==> src/rtl/usage_repl_pkg.sv <==
package usage_repl_pkg;

  typedef enum logic [1:0] {
    OP_IDLE  = 2'b00,
    OP_HIT   = 2'b01,
    OP_MISS  = 2'b10,
    OP_INVAL = 2'b11
  } repl_op_e;

  localparam int CNT_W      = 2;
  localparam int MIN_STATES = 2;
  localparam int MAX_STATES = 4;

  // a state count is accepted only inside the supported range
  function automatic logic states_legal(input logic [2:0] n);
    return (n >= 3'(MIN_STATES)) && (n <= 3'(MAX_STATES));
  endfunction

  // highest counter value for a legal state count
  function automatic logic [CNT_W-1:0] states_to_top(input logic [2:0] n);
    logic [2:0] t;
    t = n - 3'd1;
    return t[CNT_W-1:0];
  endfunction

  // one step of ageing, stopping at zero
  function automatic logic [CNT_W-1:0] age_once(input logic [CNT_W-1:0] c);
    return (c == '0) ? c : c - 1'b1;
  endfunction

endpackage

==> src/rtl/urs_cfg.sv <==
module urs_cfg
  import usage_repl_pkg::*;
(
  input  logic             clk,
  input  logic             rst_n,
  input  logic             cfg_we,
  input  logic [2:0]       cfg_states,
  output logic [CNT_W-1:0] u_top
);

  logic take_cfg;

  assign take_cfg = cfg_we && states_legal(cfg_states);

  always_ff @(posedge clk or negedge rst_n) begin
    if (!rst_n) begin
      u_top <= states_to_top(3'(MIN_STATES));
    end else if (take_cfg) begin
      u_top <= states_to_top(cfg_states);
    end
  end

endmodule

==> src/rtl/urs_victim.sv <==
module urs_victim
  import usage_repl_pkg::*;
#(
  parameter int WAYS = 4,
  parameter int WIW  = 2
) (
  input  logic [CNT_W*WAYS-1:0] cnt,
  input  logic [CNT_W-1:0]      top,
  output logic [WIW-1:0]        vic
);

  logic [CNT_W-1:0] fld [WAYS];

  for (genvar g = 0; g < WAYS; g++) begin : g_unpack
    assign fld[g] = cnt[g*CNT_W +: CNT_W];
  end

  // ascending scan; a strict compare keeps the lowest index on ties
  always_comb begin
    logic [CNT_W-1:0] run_min;
    run_min = top;
    vic     = '0;
    for (int i = 0; i < WAYS; i++) begin
      if (fld[i] < run_min) begin
        run_min = fld[i];
        vic     = WIW'(i);
      end
    end
  end

endmodule

==> src/rtl/urs_update.sv <==
module urs_update
  import usage_repl_pkg::*;
#(
  parameter int WAYS = 4,
  parameter int WIW  = 2
) (
  input  logic [CNT_W*WAYS-1:0] cnt,
  input  repl_op_e              op,
  input  logic [WIW-1:0]        way,
  input  logic [WIW-1:0]        vic,
  input  logic [CNT_W-1:0]      top,
  output logic [CNT_W*WAYS-1:0] nxt
);

  logic [CNT_W-1:0] fld [WAYS];
  logic [CNT_W-1:0] hit_old;

  for (genvar g = 0; g < WAYS; g++) begin : g_unpack
    assign fld[g] = cnt[g*CNT_W +: CNT_W];
  end

  // old counter of the addressed way, by selection over all ways
  always_comb begin
    hit_old = '0;
    for (int i = 0; i < WAYS; i++) begin
      if (WIW'(i) == way) hit_old = fld[i];
    end
  end

  for (genvar g = 0; g < WAYS; g++) begin : g_way
    logic self_w;
    logic self_v;
    assign self_w = (WIW'(g) == way);
    assign self_v = (WIW'(g) == vic);

    always_comb begin
      unique case (op)
        OP_HIT: begin
          if (self_w)              nxt[g*CNT_W +: CNT_W] = top;
          else if (fld[g] > hit_old) nxt[g*CNT_W +: CNT_W] = fld[g] - 1'b1;
          else                     nxt[g*CNT_W +: CNT_W] = fld[g];
        end
        OP_MISS: begin
          if (self_v) nxt[g*CNT_W +: CNT_W] = top;
          else        nxt[g*CNT_W +: CNT_W] = age_once(fld[g]);
        end
        OP_INVAL: begin
          nxt[g*CNT_W +: CNT_W] = self_w ? '0 : fld[g];
        end
        default: begin
          nxt[g*CNT_W +: CNT_W] = fld[g];
        end
      endcase
    end
  end

endmodule

==> src/rtl/urs_outreg.sv <==
module urs_outreg #(
  parameter int W       = 8,
  parameter bit REG_OUT = 1'b1
) (
  input  logic         clk,
  input  logic         rst_n,
  input  logic [W-1:0] d,
  output logic [W-1:0] q
);

  if (REG_OUT) begin : g_reg
    always_ff @(posedge clk or negedge rst_n) begin
      if (!rst_n) q <= '0;
      else        q <= d;
    end
  end else begin : g_wire
    assign q = d;
  end

endmodule

==> src/rtl/usage_repl_sel.sv <==
module usage_repl_sel
  import usage_repl_pkg::*;
#(
  parameter int WAYS    = 4,
  parameter bit REG_OUT = 1'b1,
  parameter int WIW     = (WAYS > 1) ? $clog2(WAYS) : 1
) (
  input  logic                  clk,
  input  logic                  rst_n,
  input  logic                  cfg_we,
  input  logic [2:0]            cfg_states,
  input  logic [1:0]            op,
  input  logic [WIW-1:0]        way_idx,
  input  logic [CNT_W*WAYS-1:0] cnt_in,
  output logic [WIW-1:0]        victim,
  output logic [CNT_W*WAYS-1:0] cnt_out,
  output logic                  out_valid
);

  localparam int VW  = CNT_W * WAYS;
  localparam int OUT = 1 + WIW + VW;

  repl_op_e         op_e;
  logic [CNT_W-1:0] u_top;
  logic [WIW-1:0]   vic_w;
  logic [VW-1:0]    nxt_cnt;
  logic             hit_evt;
  logic             miss_evt;
  logic             inv_evt;
  logic             any_evt;
  logic [OUT-1:0]   res_d;
  logic [OUT-1:0]   res_q;

  assign op_e     = repl_op_e'(op);
  assign hit_evt  = (op_e == OP_HIT);
  assign miss_evt = (op_e == OP_MISS);
  assign inv_evt  = (op_e == OP_INVAL);
  assign any_evt  = hit_evt || miss_evt || inv_evt;

  urs_cfg u_cfg (
    .clk        (clk),
    .rst_n      (rst_n),
    .cfg_we     (cfg_we),
    .cfg_states (cfg_states),
    .u_top      (u_top)
  );

  urs_victim #(.WAYS(WAYS), .WIW(WIW)) u_vic (
    .cnt (cnt_in),
    .top (u_top),
    .vic (vic_w)
  );

  urs_update #(.WAYS(WAYS), .WIW(WIW)) u_upd (
    .cnt (cnt_in),
    .op  (op_e),
    .way (way_idx),
    .vic (vic_w),
    .top (u_top),
    .nxt (nxt_cnt)
  );

  assign res_d = {any_evt, vic_w, nxt_cnt};

  urs_outreg #(.W(OUT), .REG_OUT(REG_OUT)) u_out (
    .clk   (clk),
    .rst_n (rst_n),
    .d     (res_d),
    .q     (res_q)
  );

  assign out_valid = res_q[OUT-1];
  assign victim    = res_q[VW +: WIW];
  assign cnt_out   = res_q[VW-1:0];

endmodule

==> config.mk <==
export PLATFORM = sky130hd
export DESIGN_NAME = usage_repl_sel
export DESIGN_NICKNAME = d
export VERILOG_FILES = /design/src/rtl/usage_repl_pkg.sv /design/src/rtl/urs_cfg.sv /design/src/rtl/urs_victim.sv /design/src/rtl/urs_update.sv /design/src/rtl/urs_outreg.sv /design/src/rtl/usage_repl_sel.sv
export SDC_FILE = /design/constraint.sdc
export NUM_CORES = 1
export LEC_CHECK = 0
export ABC_AREA = 1
export BUFFER_PORTS_ARGS = -buffer_cell sky130_fd_sc_hd__buf_2
export CAP_MARGIN = 20
export CELL_PAD_IN_SITES_DETAIL_PLACEMENT = 1
export CELL_PAD_IN_SITES_GLOBAL_PLACEMENT = 1
export CORE_ASPECT_RATIO = 0.5
export CORE_UTILIZATION = 39
export DETAILED_ROUTE_END_ITERATION = 10
export HOLD_SLACK_MARGIN = 0.06
export PLACE_DENSITY_LB_ADDON = 0.3
export SYNTH_ARGS = -nofsm -noshare
export SYNTH_HDL_FRONTEND = slang
export SYNTH_SLANG_ARGS = --single-unit
==> constraint.sdc <==
create_clock -name clk -period 2.4 [get_ports clk]
set_input_delay 0.48 -clock clk [delete_from_list [all_inputs] [get_ports clk]]
set_output_delay 0.48 -clock clk [all_outputs]
set_load 0.005 [all_outputs]
; Word-level counts from Yosys, hierarchy flattened
; Index checks and enable logic that the tools add are counted.
[op_classes]
magnitude_cmp = 10
addsub = 5
eq_ne = 9
mux = 34
reduce_logical = 10
[ops]
columns = cell, n
row1 = 2-to-1 mux 2 bit, 29
row2 = case mux 2 bit (3 select lines), 4
row3 = zero test 2 bit, 6
row4 = "subtractor 2 x 1 -> 2 bit, second input constant", 5
row5 = "equality test 2 bit, first input constant", 4
row6 = > comparator 2 bit, 4
row7 = less-than comparator 2 bit, 4
row8 = "equality test 1 x 2 -> 1 bit, first input constant", 2
row9 = "equality test 2 bit, second input constant", 2
row10 = ">= comparator 3 x 2 -> 1 bit, second input constant", 1
row11 = "<= comparator 3 bit, second input constant", 1
row12 = "equality test 2 x 1 -> 1 bit, second input constant", 1
row13 = logical AND 1 bit, 2
row14 = logical OR 1 bit, 2
row15 = 2-to-1 mux 1 bit, 1
[totals]
input_bits = 18
ff_bits = 13

; Depth between registers and ports, before layout
; Gate-level depths: netlist (run 1).
[depth]
depth_word = 11
mapped_depth = 19
depth_no_buf = 18

; Hierarchy
; Synthesis (run 1) repeated with hierarchy kept, for this count alone.
[hier_totals]
hier_cells = 242
hier_area_um2 = 1610.3
[by_module_without_submodules]
columns = module, seq_area_each_um2, instances, area_per_inst_um2, cells_each
row1 = urs_update, 0.0, 1, 898.4, 169
row2 = urs_victim, 0.0, 1, 289.0, 40
row3 = urs_outreg, 275.3, 1, 275.3, 11
row4 = urs_cfg, 51.3, 1, 136.4, 19
row5 = usage_repl_sel, 0.0, 1, 11.3, 3

; Least setup slack after synthesis (run 1)
; No wires, ideal clock.
[synth_timing]
path_type = input port to flip-flop
from = in way_idx[0]
to = reg u_out.q[2]
cell_stages = 11
arrival_ns = 2.061
setup_slack_ns = 0.203
cell_sequence = nand2_1 -> clkbuf_1 -> o2111ai_1 -> o21ai_0 -> ha_1 -> inv_1 -> nor2_1 -> o21ai_0 -> a31oi_1 -> o31ai_1 -> nand4_1
[synth_via]
elab_chain_len = 9
[synth_lines]
columns = element, line_no
row1 = "start, declared", usage_repl_sel.sv:13  ; input logic [WIW-1:0] way_idx,
row2 = zero test 2 bit, urs_update.sv:26  ; if (WIW'(i) == way) hit_old = fld[i];
row3 = 2-to-1 mux 2 bit (4 in a row), urs_update.sv:26
row4 = > comparator 2 bit, urs_update.sv:40  ; else if (fld[g] > hit_old) nxt[g*CNT_W +: CNT_W] = fld[g] - 1'b1;
row5 = 2-to-1 mux 2 bit, urs_update.sv:40
row6 = 2-to-1 mux 2 bit, urs_update.sv:39  ; if (self_w) nxt[g*CNT_W +: CNT_W] = top;
row7 = case mux 2 bit (3 select lines) *, urs_update.sv:37  ; unique case (op)
row8 = via nxt_cnt[2], usage_repl_sel.sv:26  ; logic [VW-1:0] nxt_cnt;
row9 = "end signal, assigned", urs_outreg.sv:13  ; if (!rst_n) q <= '0;
row10 = "end signal, assigned", urs_outreg.sv:14  ; else q <= d;
row11 = "end, declared", urs_outreg.sv:8  ; output logic [W-1:0] q
; The timed path passes the listed nets; every way through them passes the cells marked *.
; A chain may end at the register's enable or synchronous reset.

; Worst setup path in the final report (run 1)
[layout_timing]
from = reg u_cfg.u_top[1]
to = reg u_out.q[3]
[layout_via]
elab_chain_len = 11
[layout_lines]
columns = element, line_no
row1 = "start, declared", urs_cfg.sv:8  ; output logic [CNT_W-1:0] u_top
row2 = "start signal, assigned", urs_cfg.sv:17  ; u_top <= states_to_top(3'(MIN_STATES));
row3 = "start signal, assigned", urs_cfg.sv:19  ; u_top <= states_to_top(cfg_states);
row4 = less-than comparator 2 bit, urs_victim.sv:24  ; if (fld[i] < run_min) begin
row5 = 2-to-1 mux 2 bit, urs_victim.sv:24
row6 = less-than comparator 2 bit, urs_victim.sv:24
row7 = 2-to-1 mux 2 bit, urs_victim.sv:24
row8 = less-than comparator 2 bit, urs_victim.sv:24
row9 = 2-to-1 mux 2 bit, urs_victim.sv:24
row10 = less-than comparator 2 bit, urs_victim.sv:24
row11 = 2-to-1 mux 2 bit, urs_victim.sv:24
row12 = equality test 1 x 2 -> 1 bit, urs_update.sv:34  ; assign self_v = (WIW'(g) == vic);
row13 = 2-to-1 mux 2 bit, urs_update.sv:44  ; if (self_v) nxt[g*CNT_W +: CNT_W] = top;
row14 = case mux 2 bit (3 select lines) *, urs_update.sv:37
row15 = via nxt_cnt[3], usage_repl_sel.sv:26
; Marked as above.

==> qor_table.md, run 1 <==
| Metric | This run |
| --- | --- |
| Leading cell type in the layout, fill and taps excluded | sky130_fd_sc_hd__inv_1 |
| Slew headroom | 49.9% |
| Initial standard-cell utilization of the core | 42.1% |
| Fmax | 416 MHz |
| CTS root buf | sky130_fd_sc_hd__clkbuf_8 |
| Maximum level of the CTS H-tree | 1 |
| Vert. Die Dim | 45.6 um |
| Number of enable-type register cells in the synthesized netlist | 0 |
| CTS tree | yes |
| Fraction of final layout cells with drive strength greater than 1 | 35.7% |
| List of cells traversed by the critical path | inv_2 -> ha_4 -> o21ai_4 -> nand3_2 -> nand2_4 -> nand2_4 -> nand2_4 -> nand3_2 -> nand2_2 -> nand2_4 -> nand2_4 -> nand3_4 -> nand2_8 -> nand2_8 -> nand2_4 -> nand2_2 -> nand3_2 -> nand4_1 |
| Violations in the final reports | setup timing |
| Vias after detailed routing | 1729 |
| Leak | 1.07 nW |
| Count of hold-fix buffers inserted at cts | 0 |
| Number of DRC markers after the initial detailed-route iteration | 116 |
| Final Slew Violations | 0 |
| Yosys warnings | 0 |
| Number of placement rows | 15 |
| Antenna cell count | 0 |
| Total CTS buffers | 3 |
| Top library cells by usage in the layout, fill and taps aside | 37 x sky130_fd_sc_hd__inv_1, 28 x sky130_fd_sc_hd__nand2_1, 28 x sky130_fd_sc_hd__buf_2 |
| Clock net sink count | 13 |
| Max Cap Viol | 0 |
| Via-to-Cell Ratio | 5.45 |
| Synthesized net count | 250 |
| Setup_tns | -1.08 ps |
| Fillers | 461 |
| Path class of the lowest-slack min-delay path | input port to async pin |
| Result of the run | finished, violations left |
| Power Density | 469 nW/um2 |
| Share of the yosys chip area belonging to registers | 22.0% |
| Average wire length per cell after detail routing | 17.3 um |
| Wire length of the first global-routing pass | 7900 um |
| Setup ws final | -1.08 ps |
| Final WL | 5490 um |
| Slowest library cell on the worst path | sky130_fd_sc_hd__dfrtp_2 |
| Last weighted congestion value of the routability-driven placer | 0.878 |
| Cell class contributing the biggest share of worst-path delay | simple AND/OR/NAND/NOR gates |
| Post-layout minimum cycle time | 2400 ps |
| Maximum ir drop on the vdd rail | 152 uV |
| Adder-cell share of the synthesized area | 19.4% |
| Area fraction in and, or, nand and nor cells after synthesis | 29.7% |
| Signed area change from the synthesized netlist to the final layout | 39.2% |
| Total setup violations reported at the end of the flow | 1 |
| Compound-Gate Fraction of Synth Area | 17.5% |
| Multiplexer fraction of the synthesized cell area | 0% |
| Count of port buffers added during placement | 28 |
| Std-Cell Core Area | 3530 um2 |
| RSZ-0062 raised after global routing | yes |
| Number of antenna violations at the first check in global routing | 0 |
| Maximum number of pins on one net before global-route repair | 14 |
| Number of iterations in the first detailed-routing pass | 4 |
| Share of the clock period used by the worst path | 100% |
| Synthesized-area fraction occupied by xor and xnor cells | 0% |
| Transition time of the tightest slew-check pin | 749 ps |
| Number of global-route vias before repair | 1719 |
| Setup Skew | 2.97 ps |
| #FFs+latches synth | 13 |
| Netlist Area Pre-Place | 1480 um2 |
| Total Power Consumption | 969 uW |
| Synth unique cells | 26 |
| Final Hold Viols | 0 |
| Max incr delay on CP | 440 ps |
| Buf/Inv on CP | 1 |
| Predominant post-synthesis flop cell | sky130_fd_sc_hd__dfrtp_1 |
| Async set-reset flop share out of synthesis | 100% |
| Remaining number of nets flagged by the antenna check after routing | 0 |
| Highest fanout seen on the critical path | 5 |
| Combinational family with the most area after synthesis | simple AND/OR/NAND/NOR gates |
| Syn_area_per_cell | 7.10 um2 |
| Signal arrival time at the worst endpoint | 2470 ps |
| Global-route usage over all layers | 26.3% |
| Setup WS pre-CTS | -328 ps |
| Final HPWL from detailed placement | 4040 um |
| Overall overflow remaining after global route | 0 |
| Required time of the critical path | 2470 ps |
| Die width | 89.2 um |
| Clock edge transition at the registers on the reported setup and hold paths | 50 ps |
| Critical path class | flip-flop to flip-flop |
| Endpoint type of the worst setup path | flip-flop |
| Clock latency on the worst-skew pair | 230 ps |
| Nature of the critical path startpoint | flip-flop |
| Area enclosed by the die boundary | 4070 um2 |
| Most Frequent Cell on Critical Path | sky130_fd_sc_hd__nand2_4 |
| Number of cells produced by synthesis | 209 |
| Layout Nets | 308 |
| DR DRC count | 0 |
| Maximum count of clock buffers along a single path | 2 |
| Number of top-level design ports | 29 |
-- flip-flops by register name, summed over array words and instances, names as in the netlist --
name	cells
u_out.q	11
u_cfg.u_top	2
-- stage by stage --
stage          util, %  std cells  cell area, um2  hold WS [ps]
2_1_floorplan        -        209            1480           184
3_3_place_gp      52.5        310            1850           364
3_5_place_dp      52.5        310            1850           368
4_1_cts           54.0        314            1900           116
5_1_grt           58.5        317            2070           127
6_report          58.5        317            2070           114
-- cell type report --
type	instances	area, um2	share of cell area (%)
repair buffers	54	335	16.2
flip-flops and latches	13	328	15.9
inverters	41	154	7.45
well taps	51	63.8	3.09
multi-input cells	154	1140	55.2
clock buffers	4	45.0	2.18
-- cell usage after synthesis, types with 6 or more instances --
| cell | instances | share of area [%] |
|---|---|---|
| sky130_fd_sc_hd__ha_1 | 23 | 19 |
| sky130_fd_sc_hd__inv_1 | 40 | 10 |
| sky130_fd_sc_hd__dfrtp_1 | 12 | 20 |
| sky130_fd_sc_hd__nand3_1 | 23 | 7.8 |
| sky130_fd_sc_hd__nand2_1 | 32 | 8.1 |
| sky130_fd_sc_hd__nand4_1 | 9 | 3.8 |
| sky130_fd_sc_hd__o211ai_1 | 9 | 4.6 |
| sky130_fd_sc_hd__o21ai_0 | 15 | 5.1 |
| sky130_fd_sc_hd__nor2_1 | 14 | 3.5 |
| sky130_fd_sc_hd__nand2_2 | 6 | 2.5 |
-- what timing repair did --
action / CTS / global route
resized for setup: 5 / 33
endpoints found under the setup margin: 5 / 8
gates cloned: 0 / 1
setup buffers: 0 / 2
pin swaps: 0 / 12
-- where the power goes --
| group | switching [mW] | internal [mW] | total, mW |
|---|---|---|---|
| clock network | 0.0699 | 0.117 | 0.187 |
| registers | 0.0173 | 0.252 | 0.270 |
| logic | 0.310 | 0.203 | 0.512 |
| total | 0.397 | 0.572 | 0.969 |
-- worst reg2reg max path: stages (launching register included) --
cell,delay [ps]
sky130_fd_sc_hd__dfrtp_2,440
sky130_fd_sc_hd__inv_2,100
sky130_fd_sc_hd__ha_4,200
sky130_fd_sc_hd__o21ai_4,130
sky130_fd_sc_hd__nand3_2,110
sky130_fd_sc_hd__nand2_4,110
sky130_fd_sc_hd__nand2_4,60
sky130_fd_sc_hd__nand2_4,60
sky130_fd_sc_hd__nand3_2,80
sky130_fd_sc_hd__nand2_2,130
sky130_fd_sc_hd__nand2_4,70
sky130_fd_sc_hd__nand2_4,70
sky130_fd_sc_hd__nand3_4,120
sky130_fd_sc_hd__nand2_8,120
sky130_fd_sc_hd__nand2_8,80
sky130_fd_sc_hd__nand2_4,100
sky130_fd_sc_hd__nand2_2,50
sky130_fd_sc_hd__nand3_2,50
sky130_fd_sc_hd__nand4_1,160
-- routing by layer --
| metal | routed length (um) | track usage [%] | vias up |
|---|---|---|---|
| li1 | - | - | 831 |
| met1 | 2360 | 34.5 | 823 |
| met2 | 2640 | 46.6 | 67 |
| met3 | 443 | 3.08 | 8 |
| met4 | 42 | 7.62 | 0 |
| met5 | 0 | 0 | - |
-- worst paths after layout --
| check | start | to | slack [ps] | cells after the start |
|---|---|---|---|---|
| max | u_cfg.u_top[1]$_DFFE_PN0P_ | u_out.q[3]$_DFF_PN0_ | -1 | 18 |
| min | rst_n | u_out.q[9]$_DFF_PN0_ | 110 | 1 |
| max reg2reg | u_cfg.u_top[1]$_DFFE_PN0P_ | u_out.q[3]$_DFF_PN0_ | -1 | 18 |
| min reg2reg | u_cfg.u_top[0]$_DFFE_PN1P_ | u_cfg.u_top[0]$_DFFE_PN1P_ | 590 | 2 |
| max in group asynchronous | rst_n | u_cfg.u_top[0]$_DFFE_PN1P_ | 2010 | 1 |
| min in group clk | cfg_states[0] | u_cfg.u_top[0]$_DFFE_PN1P_ | 450 | 2 |
-- cells by family after synthesis --
group	after synthesis
and+or+nand+nor	90
buffers and inverters	43
AOI/OAI and AO/OA	40
adders and majority gates	23
DFF	13
Power figures use the tool's default switching activity.
==> run 2: changes to the inputs <==
--- a/config.mk
+++ b/config.mk
@@ -9,9 +9,9 @@
 export BUFFER_PORTS_ARGS = -buffer_cell sky130_fd_sc_hd__buf_2
 export CAP_MARGIN = 20
 export CELL_PAD_IN_SITES_DETAIL_PLACEMENT = 1
-export CELL_PAD_IN_SITES_GLOBAL_PLACEMENT = 1
+export CELL_PAD_IN_SITES_GLOBAL_PLACEMENT = 2
 export CORE_ASPECT_RATIO = 0.5
-export CORE_UTILIZATION = 39
+export CORE_UTILIZATION = 31
 export DETAILED_ROUTE_END_ITERATION = 10
 export HOLD_SLACK_MARGIN = 0.06
 export PLACE_DENSITY_LB_ADDON = 0.3
==> run 2 against run 1 <==
Net effect: the run now ends clean; clock power hardly changed; register-to-register slack better by 60 ps; power is 1.8% lower; first-iteration DRC count is 40% lower; maximum frequency is 2.7% higher; hold slack worse by 1.7 ps; critical path depth is 2 lower; global-route usage is 5.4 points lower; sequential share of layout area is 0.26 points lower; via count is 5.6% lower; worst setup slack better by 62 ps; largest power group unchanged.
==> qor_table.md, run 2 (synthesis gave the netlist of run 1 again) <==
| Metric | This run | Change |
| --- | --- | --- |
| Leading registers by flop count | u_out.q (11), u_cfg.u_top (2) | unchanged |
| Nature of the critical path startpoint | flip-flop | unchanged |
| Std-Cell Core Area | 4490 um2 | was 3530 um2 |
| Signed area change from the synthesized netlist to the final layout | 41.5% | was 39.2% |
| Most Frequent Cell on Critical Path | sky130_fd_sc_hd__nand2_4 | unchanged |
| Critical path class | flip-flop to flip-flop | unchanged |
| Beginning of the critical path | u_cfg.u_top[1]$_DFFE_PN0P_ | unchanged |
| Transition time of the tightest slew-check pin | 736 ps | was 749 ps |
| Vert. Die Dim | 50.9 um | was 45.6 um |
| Last weighted congestion value of the routability-driven placer | 0.849 | was 0.878 |
| Total CTS buffers | 3 | unchanged |
| Remaining number of nets flagged by the antenna check after routing | 0 | unchanged |
| Slew headroom | 50.8% | was 49.9% |
| Highest fanout seen on the critical path | 3 | was 5 |
| Result of the run | finished, final reports clean | was finished, violations left |
| Final WL | 5190 um | was 5490 um |
| Worst reg2reg setup slack | 60 ps | was -1 ps |
| Met2 track demand over resource | 33.8% | was 46.6% |
| Leading cell type in the layout, fill and taps excluded | sky130_fd_sc_hd__inv_1 | unchanged |
| Number of global-route vias before repair | 1631 | was 1719 |
| List of cells traversed by the critical path | inv_2 -> ha_4 -> or2_1 -> nand3_2 -> nand2_2 -> nand2_4 -> nand2_4 -> nand3_2 -> nand2_2 -> nand2_4 -> nand2_4 -> nand3_4 -> a21oi_4 -> buf_6 -> o211ai_1 -> nand4_1 | was inv_2 -> ha_4 -> o21ai_4 -> nand3_2 -> nand2_4 -> nand2_4 -> nand2_4 -> nand3_2 -> nand2_2 -> nand2_4 -> nand2_4 -> nand3_4 -> nand2_8 -> nand2_8 -> nand2_4 -> nand2_2 -> nand3_2 -> nand4_1 |
| CTS root buf | sky130_fd_sc_hd__clkbuf_8 | unchanged |
| Slowest library cell on the worst path | sky130_fd_sc_hd__dfrtp_2 | unchanged |
| Layout Nets | 308 | unchanged |
| Fmax | 428 MHz | was 416 MHz |
| Path class of the lowest-slack min-delay path | input port to async pin | unchanged |
| Register containing the most flip-flops in the final layout | u_out.q | unchanged |
| Final HPWL from detailed placement | 4130 um | was 4040 um |
| Required time of the critical path | 2460 ps | was 2470 ps |
| Total Power Consumption | 951 uW | was 969 uW |
| Number of antenna violations at the first check in global routing | 0 | unchanged |
| Leak | 1.07 nW | about the same |
| DR DRC count | 0 | unchanged |
| Number of DRC markers after the initial detailed-route iteration | 70 | was 116 |
| Average wire length per cell after detail routing | 15.6 um | was 17.3 um |
| Setup Skew | 0.520 ps | was 2.97 ps |
| Clock latency on the worst-skew pair | 240 ps | was 230 ps |
| Total setup violations reported at the end of the flow | 0 | was 1 |
| Power Density | 453 nW/um2 | was 469 nW/um2 |
| Number of placement rows | 17 | was 15 |
| Clock net sink count | 13 | unchanged |
| Vias after detailed routing | 1633 | was 1729 |
| Wire length of the first global-routing pass | 7980 um | was 7900 um |
| Endpoint type of the worst setup path | flip-flop | unchanged |
| Die width | 99.8 um | was 89.2 um |
| Signal arrival time at the worst endpoint | 2400 ps | was 2470 ps |
| Post-layout minimum cycle time | 2340 ps | was 2400 ps |
| Global-route usage over all layers | 20.9% | was 26.3% |
| Number of flip-flops in the largest register | 11 | unchanged |
| Maximum count of clock buffers along a single path | 2 | unchanged |
| Via-to-Cell Ratio | 4.92 | was 5.45 |
| Setup repair bufs after CTS | 0 | unchanged |
| Final Slew Violations | 0 | unchanged |
| Fraction of final layout cells with drive strength greater than 1 | 35.7% | unchanged |
| Maximum level of the CTS H-tree | 1 | unchanged |
| Max incr delay on CP | 430 ps | was 440 ps |
| CTS tree | yes | unchanged |
| Top library cells by usage in the layout, fill and taps aside | 39 x sky130_fd_sc_hd__inv_1, 28 x sky130_fd_sc_hd__nand2_1, 28 x sky130_fd_sc_hd__buf_2 | was 37 x sky130_fd_sc_hd__inv_1, 28 x sky130_fd_sc_hd__nand2_1, 28 x sky130_fd_sc_hd__buf_2 |
| Maximum number of pins on one net before global-route repair | 14 | unchanged |
| Antenna cell count | 0 | unchanged |
| Max Cap Viol | 0 | unchanged |
| Worst reg2reg startpoint | u_cfg.u_top[1]$_DFFE_PN0P_ | unchanged |
| Clock edge transition at the registers on the reported setup and hold paths | 50 ps | about the same |
| Count of port buffers added during placement | 28 | unchanged |
| Count of hold-fix buffers inserted at cts | 0 | unchanged |
| RSZ-0062 raised after global routing | yes | unchanged |
| Busiest grt layer | met2 | unchanged |
| Met3 usage in global routing | 1.23% | was 3.08% |
| Area enclosed by the die boundary | 5080 um2 | was 4070 um2 |
| Number of iterations in the first detailed-routing pass | 4 | unchanged |
| Number of top-level design ports | 29 | unchanged |
| Setup_tns | 0 ps | was -1.08 ps |
| Initial standard-cell utilization of the core | 33.1% | was 42.1% |
| Maximum ir drop on the vdd rail | 202 uV | was 152 uV |
| Share of the clock period used by the worst path | 97.4% | was 100% |
| Overall overflow remaining after global route | 0 | unchanged |
| Met1 demand-to-capacity share in global routing | 29.8% | was 34.5% |
| Final Hold Viols | 0 | unchanged |
==> run 2: worst max-delay path, delay by kind of cell, from the launching register on <==
family,cells,cell delay (ps)
simple gates,11,1130
fa+ha+maj,1,170
buf+inv,2,190
compound gates,2,250
flops,1,430
==> run 2: report_power, final <==
part	total, mW	internal, mW	switching [mW]
Clock	0.189	0.117	0.0720
Sequential	0.269	0.252	0.0170
Combinational	0.493	0.201	0.292
==> run 2: layout make-up <==
| type | count | area (um2) |
|---|---|---|
| sequential | 13 | 328 |
| fill | 586 | 2390 |
| inverter | 41 | 154 |
| timing repair buffer | 54 | 339 |
| clock buffer | 4 | 45.0 |
| multi-input combinational | 154 | 1150 |
| tap | 66 | 82.6 |
==> run 2: worst paths after layout <==
| kind | endpoint | cells past startpoint |
|---|---|---|
| worst max-delay path | u_out.q[6]$_DFF_PN0_ | 16 |
| worst min-delay path | u_out.q[2]$_DFF_PN0_ | 1 |
| worst max register to register | u_out.q[6]$_DFF_PN0_ | 16 |
| worst min register to register | u_cfg.u_top[0]$_DFFE_PN1P_ | 2 |
| max in group asynchronous | u_cfg.u_top[0]$_DFFE_PN1P_ | 1 |
| min in group clk | u_cfg.u_top[0]$_DFFE_PN1P_ | 2 |
==> run 2: timing repair <==
item	CTS	global route
pin swaps	0	12
gates cloned	0	1
endpoints found under the setup margin	7	8
endpoints found under the hold margin	0	0
gates resized for setup	5	33
==> run 2: stage by stage <==
stage	util (%)	area [um2]	cells	hold slack (ps)	worst slack [ps]
5_1_grt	46.8	2100	332	139	-58.3
2_1_floorplan	-	1480	209	184	203
3_5_place_dp	42.0	1890	327	373	-369
4_1_cts	43.2	1940	331	117	44.0
3_3_place_gp	42.0	1890	327	370	-206
6_report	46.8	2100	332	112	61.3
==> run 2: layer usage <==
| layer | up-vias | share of wire, % |
|---|---|---|
| met5 | - | 0 |
| met4 | 0 | 1.2 |
| met3 | 6 | 3.7 |
| met2 | 35 | 42 |
| met1 | 769 | 53 |
| li1 | 823 | - |
==> run 3: changes to the inputs <==
==> constraint.sdc (replaced) <==
create_clock -name clk -period 2.35 [get_ports clk]
set_input_delay 0.47 -clock clk [delete_from_list [all_inputs] [get_ports clk]]
set_output_delay 0.47 -clock clk [all_outputs]
set_load 0.005 [all_outputs]
==> run 3 against run 2 <==
Net effect: sequential power is essentially flat; sequential share of layout area grew 0.11 points; largest power group unchanged; design area shrank 1.1%; clock-buffer cell count is the same; worst setup slack gained 26 ps; largest cell class unchanged; die area is the same; hold slack lost 8.4 ps; utilization shrank 0.50 points.
==> qor_table.md, run 3 (synthesis gave the netlist of run 1 again) <==
| Metric | This run | Change |
| --- | --- | --- |
| Result of the run | finished, final reports clean | unchanged |
| Fraction of final layout cells with drive strength greater than 1 | 35.8% | was 35.7% |
| Clock net sink count | 13 | unchanged |
| Maximum ir drop on the vdd rail | 208 uV | was 202 uV |
| Most Frequent Cell on Critical Path | sky130_fd_sc_hd__nand2_4 | unchanged |
| Number of top-level design ports | 29 | unchanged |
| Area enclosed by the die boundary | 5080 um2 | unchanged |
| Final Hold Viols | 0 | unchanged |
| Top library cells by usage in the layout, fill and taps aside | 38 x sky130_fd_sc_hd__inv_1, 31 x sky130_fd_sc_hd__nand2_1, 28 x sky130_fd_sc_hd__buf_2, 28 x sky130_fd_sc_hd__buf_4, 20 x sky130_fd_sc_hd__ha_1 | was 39 x sky130_fd_sc_hd__inv_1, 28 x sky130_fd_sc_hd__nand2_1, 28 x sky130_fd_sc_hd__buf_2 |
| Highest fanout seen on the critical path | 3 | unchanged |
| Signed area change from the synthesized netlist to the final layout | 40.0% | was 41.5% |
| Final design utilization | 46.3% | was 46.8% |
| Transition time of the tightest slew-check pin | 611 ps | was 736 ps |
| Layout Nets | 310 | was 308 |
| Number of global-route vias before repair | 1601 | was 1631 |
| Max incr delay on CP | 420 ps | was 430 ps |
| Maximum count of clock buffers along a single path | 2 | unchanged |
| Total Power Consumption | 963 uW | was 951 uW |
| Cell class contributing the biggest share of worst-path delay | simple AND/OR/NAND/NOR gates | unchanged |
| Global-route usage over all layers | 21.0% | was 20.9% |
| Last weighted congestion value of the routability-driven placer | 0.860 | was 0.849 |
| Clock edge transition at the registers on the reported setup and hold paths | 50 ps | about the same |
| Average wire length per cell after detail routing | 15.2 um | was 15.6 um |
| Fillers | 589 | was 586 |
| Final HPWL from detailed placement | 4220 um | was 4130 um |
| Std-Cell Core Area | 4490 um2 | unchanged |
| Remaining number of nets flagged by the antenna check after routing | 0 | unchanged |
| R2R depth | 16 | unchanged |
| Die width | 99.8 um | unchanged |
| Number of flip-flops in the largest register | 11 | unchanged |
| Area occupied by multi-input gates | 1120 um2 | was 1150 um2 |
| Slew headroom | 59.1% | was 50.8% |
| Sequential cell area | 327 um2 | was 328 um2 |
| Signal arrival time at the worst endpoint | 2350 ps | was 2400 ps |
| RSZ-0062 raised after global routing | yes | unchanged |
| Count of port buffers added during placement | 28 | unchanged |
| Leading registers by flop count | u_out.q (11), u_cfg.u_top (2) | unchanged |
| CTS tree | yes | unchanged |
| Antenna cell count | 0 | unchanged |
| Total setup violations reported at the end of the flow | 0 | unchanged |
| Setup Skew | 1.79 ps | was 0.520 ps |
| Post-layout minimum cycle time | 2260 ps | was 2340 ps |
| Initial standard-cell utilization of the core | 33.1% | unchanged |
| Vert. Die Dim | 50.9 um | unchanged |
| Number of iterations in the first detailed-routing pass | 4 | unchanged |
| DR DRC count | 0 | unchanged |
| Wire length of the first global-routing pass | 8160 um | was 7980 um |
| Number of non-filler instances in the completed layout | 334 | was 332 |
| Buf/Inv on CP | 2 | unchanged |
| Final Slew Violations | 0 | unchanged |
| Vias after detailed routing | 1667 | was 1633 |
| Final WL | 5090 um | was 5190 um |
| Required time of the critical path | 2440 ps | was 2460 ps |
| Critical path depth | 16 | unchanged |
| Max Cap Viol | 0 | unchanged |
| Fmax | 442 MHz | was 428 MHz |
| Nature of the critical path startpoint | flip-flop | unchanged |
| Slowest library cell on the worst path | sky130_fd_sc_hd__dfrtp_1 | was sky130_fd_sc_hd__dfrtp_2 |
| Power Density | 463 nW/um2 | was 453 nW/um2 |
| Critical path class | flip-flop to flip-flop | unchanged |
| Share of the clock period used by the worst path | 96.3% | was 97.4% |
| Path class of the lowest-slack min-delay path | input port to async pin | unchanged |
| Clock latency on the worst-skew pair | 240 ps | about the same |
| Leak | 1.07 nW | about the same |
| Overall overflow remaining after global route | 0 | unchanged |
| Number of DRC markers after the initial detailed-route iteration | 63 | was 70 |
| List of cells traversed by the critical path | inv_2 -> ha_4 -> or2_4 -> nand3_2 -> nand2_2 -> nand2_4 -> nand2_4 -> nand3_2 -> nand2_2 -> nand2_4 -> nand2_4 -> nand3_4 -> a21oi_2 -> buf_4 -> o211ai_1 -> nand4_1 | was inv_2 -> ha_4 -> or2_1 -> nand3_2 -> nand2_2 -> nand2_4 -> nand2_4 -> nand3_2 -> nand2_2 -> nand2_4 -> nand2_4 -> nand3_4 -> a21oi_4 -> buf_6 -> o211ai_1 -> nand4_1 |
| Number of placement rows | 17 | unchanged |
| Total CTS buffers | 3 | unchanged |
| Leading cell type in the layout, fill and taps excluded | sky130_fd_sc_hd__inv_1 | unchanged |
| CTS root buf | sky130_fd_sc_hd__clkbuf_8 | unchanged |
| Via-to-Cell Ratio | 4.99 | was 4.92 |
| Endpoint type of the worst setup path | flip-flop | unchanged |
| Maximum number of pins on one net before global-route repair | 14 | unchanged |
| Cells after DPL | 328 | was 327 |
| Count of hold-fix buffers inserted at cts | 0 | unchanged |
| Maximum level of the CTS H-tree | 1 | unchanged |
| Number of antenna violations at the first check in global routing | 0 | unchanged |
| Register containing the most flip-flops in the final layout | u_out.q | unchanged |
run 3: cell types whose count changed in the layout (fill, tap and decap cells not counted), sizes merged:
cell	before	now
buf	54	56
run 3: stage by stage:
| step | TNS [ps] | worst slack [ps] | hold slack, ps | instance area [um2] |
|---|---|---|---|---|
| global placement | -1510 | -307 | 364 | 1890 |
| global route | -37.0 | -31.7 | 114 | 2080 |
| floorplan | 0 | 163 | 174 | 1480 |
| detailed placement | -2090 | -383 | 366 | 1890 |
| finish | 0 | 87.7 | 104 | 2080 |
| CTS | 0 | 9.03 | 109 | 1940 |
run 3: worst paths after layout:
kind                                                  from                         end  slack, ps
worst max-delay path            u_cfg.u_top[1]$_DFFE_PN0P_        u_out.q[6]$_DFF_PN0_         90
max in group asynchronous                            rst_n  u_cfg.u_top[0]$_DFFE_PN1P_       1970
worst min register to register  u_cfg.u_top[0]$_DFFE_PN1P_  u_cfg.u_top[0]$_DFFE_PN1P_        670
worst max register to register  u_cfg.u_top[1]$_DFFE_PN0P_        u_out.q[6]$_DFF_PN0_         90
worst min-delay path                                 rst_n  u_cfg.u_top[1]$_DFFE_PN0P_        100
min in group clk                             cfg_states[0]  u_cfg.u_top[0]$_DFFE_PN1P_        430
run 3: where the power goes:
part / total [mW] / switching [mW] / leakage (nW) / internal, mW
logic: 0.503 / 0.297 / 0.895 / 0.206
clock network: 0.192 / 0.0727 / 0.0228 / 0.119
registers: 0.268 / 0.0106 / 0.151 / 0.257
total: 0.963 / 0.380 / 1.07 / 0.582
run 3: area by class of cell:
| cell class | count | share of cell area (%) |
|---|---|---|
| Sequential cell | 13 | 15.7 |
| Inverter | 41 | 7.41 |
| Clock buffer | 4 | 2.17 |
| Multi-Input combinational cell | 154 | 53.9 |
| Tap cell | 66 | 3.98 |
| Timing Repair Buffer | 56 | 16.9 |
run 3: worst reg2reg max path, cell delays in order (launching register included):
cell and delay, ps:
sky130_fd_sc_hd__dfrtp_1 420, sky130_fd_sc_hd__inv_2 80, sky130_fd_sc_hd__ha_4 170, sky130_fd_sc_hd__or2_4 250, sky130_fd_sc_hd__nand3_2 80, sky130_fd_sc_hd__nand2_2 80
sky130_fd_sc_hd__nand2_4 90, sky130_fd_sc_hd__nand2_4 50, sky130_fd_sc_hd__nand3_2 60, sky130_fd_sc_hd__nand2_2 80, sky130_fd_sc_hd__nand2_4 80, sky130_fd_sc_hd__nand2_4 50
sky130_fd_sc_hd__nand3_4 90, sky130_fd_sc_hd__a21oi_2 70, sky130_fd_sc_hd__buf_4 140, sky130_fd_sc_hd__o211ai_1 180, sky130_fd_sc_hd__nand4_1 140
run 3: what timing repair did:
item                       4_1_cts  5_1_grt
setup endpoints to repair        4        9
pin swaps                        0       10
cloned                           0        1
resized for setup                2       30
buffers inserted                 0        1
run 3: routing by layer:
layer / GRT usage [%] / routed length, um / vias to the layer above
li1: - / - / 831
met1: 31.4 / 2740 / 796
met2: 32.9 / 2150 / 36
met3: 1.23 / 170 / 4
met4: 5.15 / 25 / 0
met5: 0 / 0 / -
